## src/rtl/wide_copy_engine.sv

```systemverilog
module wide_copy_engine #(
  parameter int DATA_W = 32,
  parameter int ADDR_W = 5,
  parameter int SEL_W  = 2,
  parameter int LANE_W = 8,
  localparam int LANES   = DATA_W / LANE_W,
  localparam int LANE_AW = $clog2(LANES),
  localparam int BYTE_AW = ADDR_W + LANE_AW
) (
  input  logic               clk,
  input  logic               rst_n,
  input  logic               start,
  input  logic [SEL_W-1:0]   sel_in,
  output logic [SEL_W-1:0]   src_sel,
  output logic [ADDR_W-1:0]  src_addr,
  output logic               src_rd,
  input  logic [DATA_W-1:0]  src_data,
  output logic               buf_we,
  output logic [ADDR_W-1:0]  buf_waddr,
  output logic [DATA_W-1:0]  buf_wdata,
  output logic               busy,
  output logic               done,
  input  logic [BYTE_AW-1:0] byte_addr,
  output logic [ADDR_W-1:0]  byte_word_addr,
  input  logic [DATA_W-1:0]  byte_word,
  output logic [LANE_W-1:0]  byte_data
);
  localparam logic [ADDR_W-1:0] LAST = '1;

  logic [ADDR_W:0]   cnt;
  logic [ADDR_W-1:0] wa_q;
  logic [SEL_W-1:0]  sel_q;
  logic              busy_q, we_q, done_q;

  assign src_rd    = busy_q & ~cnt[ADDR_W];
  assign src_addr  = cnt[ADDR_W-1:0];
  assign src_sel   = sel_q;
  assign buf_we    = we_q;
  assign buf_waddr = wa_q;
  assign buf_wdata = src_data;
  assign busy      = busy_q;
  assign done      = done_q;

  always_ff @(posedge clk) begin
    if (!rst_n) begin
      cnt    <= '0;
      wa_q   <= '0;
      sel_q  <= '0;
      busy_q <= 1'b0;
      we_q   <= 1'b0;
      done_q <= 1'b0;
    end else begin
      if (!busy_q && start) begin
        busy_q <= 1'b1;
        cnt    <= '0;
        sel_q  <= sel_in;
      end else if (src_rd) begin
        cnt <= cnt + 1'b1;
      end
      we_q   <= src_rd;
      wa_q   <= src_addr;
      done_q <= we_q && (wa_q == LAST);
      if (we_q && (wa_q == LAST)) busy_q <= 1'b0;
    end
  end

  assign byte_word_addr = byte_addr[BYTE_AW-1:LANE_AW];
  assign byte_data      = byte_word[byte_addr[LANE_AW-1:0]*LANE_W +: LANE_W];
endmodule

```

## config.mk

```make
export PLATFORM = sky130hd
export DESIGN_NAME = wide_copy_engine
export DESIGN_NICKNAME = d
export VERILOG_FILES = /design/src/rtl/wide_copy_engine.sv
export SDC_FILE = /design/constraint.sdc
export NUM_CORES = 1
export LEC_CHECK = 0
export BUFFER_PORTS_ARGS = -buffer_cell sky130_fd_sc_hd__buf_2
export CORE_MARGIN = 1.5
export CORE_UTILIZATION = 32
export CTS_BUF_LIST = sky130_fd_sc_hd__clkbuf_16
export DETAILED_ROUTE_END_ITERATION = 6
export PLACE_DENSITY = 0.83
export SETUP_SLACK_MARGIN = 0.2
export SYNTH_ARGS = -nofsm -noshare
export SYNTH_HDL_FRONTEND = slang
export SYNTH_SLANG_ARGS = --single-unit
```

## constraint.sdc

```tcl
create_clock -name clk -period 1.29 [get_ports clk]
set_clock_uncertainty 0.1 [all_clocks]
set_input_delay 0.258 -clock clk [delete_from_list [all_inputs] [get_ports clk]]
set_output_delay 0.258 -clock clk [all_outputs]
set_load 0.05 [all_outputs]
```

# After elaboration in Yosys (flattened, before gate mapping)
# Index checks and enable logic that the tools add are counted.
[word_totals]
register_bits = 16
input_bits = 76
out_inout_bits = 61
wordCells = 17
[classes]
n_addsub = 1
eq_ne = 1
shifts = 1
bitwise = 3
reduce_logical = 5
[op_table]
columns = ["operator", "count"]
rows = [
  ["32-bit by 6-bit variable part select with 8-bit output", 1],
  ["6-bit by 1-bit adder with 6-bit output, second input constant", 1],
  ["5-bit equality test, second input constant", 1],
  ["2-bit OR reduction", 2],
  ["1-bit logical AND", 2],
  ["1-bit inverter", 2],
  ["1-bit bitwise AND", 1],
  ["1-bit logical NOT", 1],
]

# Longest topological paths before layout
[logic_depth]
word_depth = 3
mapped_depth = 4
mapped_depth_nobuf = 4

# Worst setup path before layout
# Ideal clock, no wire load.
[synth_timing]
path_type = "reg2reg"
start = "register busy_q (netlist: busy)"
end = "register cnt[3]"
setup_ns = 0.119
t_arrival_ns = 1.315
required_time_ns = 1.071
setup_slack_ns = -0.244
stages_incl_launch_ff = 5
n_path_buf = 1
period_less_slack_ns = 1.534
cell_sequence = "dfxtp_1 and2b_1 buf_4 nand4_1 mux2i_1"
[synth_via]
elab_cells_between_ends = 4
cone_classes = "bitwise: 1; reduce/logical: 3"
[synth_lines]
columns = ["item", "line_no", "rtl"]
rows = [
  ["start, declared", "33", "logic busy_q, we_q, done_q;"],
  ["start signal, assigned", "49", "busy_q <= 1'b0;"],
  ["start signal, assigned", "54", "busy_q <= 1'b1;"],
  ["start signal, assigned", "63", "if (we_q && (wa_q == LAST)) busy_q <= 1'b0;"],
  ["1-bit bitwise AND", "35", "assign src_rd = busy_q & ~cnt[ADDR_W];"],
  ["via src_rd", "16", "output logic src_rd,"],
  ["end signal, assigned", "58", "cnt <= cnt + 1'b1;"],
  ["end, declared", "30", "logic [ADDR_W:0] cnt;"],
]
# The timed path passes the listed nets, and every way through them passes these cells.
# A chain may end at the register's enable or synchronous reset.

# Final worst setup path
[layout_timing]
start = "input byte_addr[0]"
end = "output byte_data[0]"
[layout_via]
elab_chain_len = 1
[layout_rtl]
columns = ["item", "line_no", "rtl"]
rows = [
  ["start, declared", "23", "input logic [BYTE_AW-1:0] byte_addr,"],
  ["32-bit by 6-bit variable part select with 8-bit output", "68", "assign byte_data = byte_word[byte_addr[LANE_AW-1:0]*LANE_W +: LANE_W];"],
  ["end, declared", "26", "output logic [LANE_W-1:0] byte_data"],
]
# No other way between the ends.

==> flow_summary.ini <==
[sta]
finalCriticalPeriod_ns = 1.43
maxClockFrequency_ghz = 0.701
drv_slew = 0
rsz0062_at_grt = yes
finalSetupViolCount = 10
period_share = 1.11
worstMarginPinSlew_ns = 0.277
finalHoldViolations = 0
worst_slack_ns = -0.137
whs_ns = 0.165
max-slew-margin-rel = 0.816

[placed_design]
post-dp-hpwl_um = 2560
place.gp.congestion = 0.932
port_buffers = 62
post_dp_cell_area_sq_um = 1150

[final_layout]
area_growth_pct = 54.9
regArea_sq_um = 355
nets = 226
drive_gt1_frac = 0.804
fin_area_sq_um = 1710
multi_input_area_sq_um = 487
fillerInstances = 285
diodes = 0

[logic_synthesis]
synth_top_flop_cell = dfxtp_1
yosysWarnings = 0
syn_nets = 186
ys_ff_latch = 16
async_flop_share = 0
ys_seq_area_frac = 0.291
synth_cell_types = 24
netlist_top_cells_count = 44 x buf_4, 16 x dfxtp_1, 8 x mux4_2
synth_top_area_share = 0.300
synth.most_common_cell = buf_4
netlist_area_sq_um = 1100
syn_inst = 109
synth-edff-count = 0
ys_top_cells_by_area = buf_4 30%, dfxtp_1 29%, mux4_2 16%
yosys.area.top_type = buf_4
avgSynthCellArea_sq_um = 10.1

[clock_network]
cts_max_level = 1
path_clk_slew_ns = 0.05
insertion_delay_ns = 0.25
cts_num_sinks = 16
cts_tree = yes
root_buffer = clkbuf_16
cts_buffers = 3
cts-hold-fix-buffers = 0
ctsLongestPathBuffers = 2

[power]
p_leak_nw = 0.776
power.density_nw_per_um2 = 956
max-vdd-ir-drop_mv = 0.396

[floorplanning]
start_util = 0.333
rows = 21
die_y_um = 61.7
core-area_sq_um = 3310
die_x_um = 61.7
ioPinCount = 137
dieArea_sq_um = 3800

[critical_path]
r2r_cells = 5
r2r-start = cnt[5]
start_kind = primary input
critical_path_class = primary input to primary output
reg2reg_slack_ns = -0.01
r2r-end = cnt[4]
required_ns = 0.93
crit_fanout = 8
end_kind = primary output
worst_ep_arrival_time_ns = 1.07

[route]
drtAntennaViolNets = 0
drt_wl_total_um = 3880
viasPerCell = 4.87
dr_wl_met2_um = 2360
drt_iter0_drc = 34
dr.pass1.iters = 3
dr.max_layer_used = met4
wire_per_inst_um = 20.0
vias = 945
wl_met3_um = 404
drc = 0
m1WireLength_um = 968

[min_path]
hold_depth = 3
min_from = sel_in[0]
hold_path_end = src_sel[0]
hold_path_class = primary input to register

[global_routing]
grt_pass1_wl_um = 5060
track_usage = 0.204
globalRouteOverflowTotal = 0
grt_max_degree = 16
grt_pass1_vias = 985
antenna_found_initial = 0

[job]
cap_violations = 0

[run_status]
status = finished, violations left
failed_checks = setup timing
==> sequential cells by signal, summed over array words and instances (netlist names) <==
name       count
buf_waddr      5
busy           1
cnt            6
src_sel        2
done           1
buf_we         1
==> cells by family after synthesis <==
| kind of cell | count (synthesis) | synth area share |
|---|---|---|
| compound gates | 4 | 0.0250 |
| xor+xnor | 2 | 0.0159 |
| fa+ha+maj | 1 | 0.0114 |
| buf+inv | 47 | 0.318 |
| flops | 16 | 0.291 |
| mux | 12 | 0.200 |
| simple gates | 27 | 0.139 |
==> metrics by stage <==
step / worst slack [ns] / TNS, ns / power (mW) / std cells / utilization
after detailed placement: -0.344 / -2.64 / 0.895 / 172 / 0.349
after CTS: -0.138 / -0.975 / 1.62 / 189 / 0.491
after floorplan: -0.0880 / -0.704 / 1.10 / 109 / -
after global placement: -0.310 / -2.46 / 0.887 / 172 / 0.349
final: -0.137 / -1.02 / 1.63 / 194 / 0.515
after global routing: -0.153 / -1.26 / 1.69 / 194 / 0.515
==> repair_timing <==
item	4_1_cts	5_1_grt
gates cloned	0	0
setup buffers	13	5
setup endpoints to repair	32	32
resized for setup	91	12
pin swaps	6	4
endpoints found under the hold margin	0	0
==> layout by cell type (no fill, tap or decap), types with 2 or more instances in the layout <==
cell       instances
buf_8             17
buf_2             37
mux4_2             8
buf_6             17
nand4_1            2
clkbuf_16          3
nor2_1             4
nand2_1            2
nor2b_1            2
dfxtp_4            6
dfxtp_2           10
nor2_2             2
mux2i_1            4
buf_4             10
and2_1             6
nand3b_1           3
==> how the worst max path moves through the flow <==
stage                 startpoint           end  slack (ns)  cells after the start
floorplan           byte_addr[0]  byte_data[0]       -0.09                      2
global placement    byte_addr[0]  byte_data[5]       -0.31                      3
detailed placement  byte_addr[0]  byte_data[6]       -0.34                      3
CTS                 byte_addr[0]  byte_data[6]       -0.14                      3
global route        byte_addr[0]  byte_data[7]       -0.15                      3
finish              byte_addr[0]  byte_data[0]       -0.14                      3
==> cell type report <==
class,instances,share of cell area
multi-input combinational,46,0.285
sequential,16,0.208
clock inverter,1,0.00220
clock buffer,3,0.0440
tap,46,0.0337
timing repair buffer,82,0.426
==> report_power, final <==
part           switching [mW]  total (mW)  internal, mW  leakage [nW]
registers              0.0131       0.513         0.500         0.139
clock network           0.198       0.610         0.412        0.0385
logic                   0.269       0.508         0.240         0.598
total                   0.480        1.63          1.15         0.776
==> layer usage <==
metal / GRT usage / up-vias
met5: 0 / -
met4: 0.122 / 0
met3: 0.0798 / 11
met2: 0.439 / 89
met1: 0.132 / 438
li1: - / 407
==> worst max-delay path, stage by stage <==
cell	delay, ns
buf_12	0.11
mux4_2	0.52
buf_6	0.17
(Power assumes the default switching activity.)
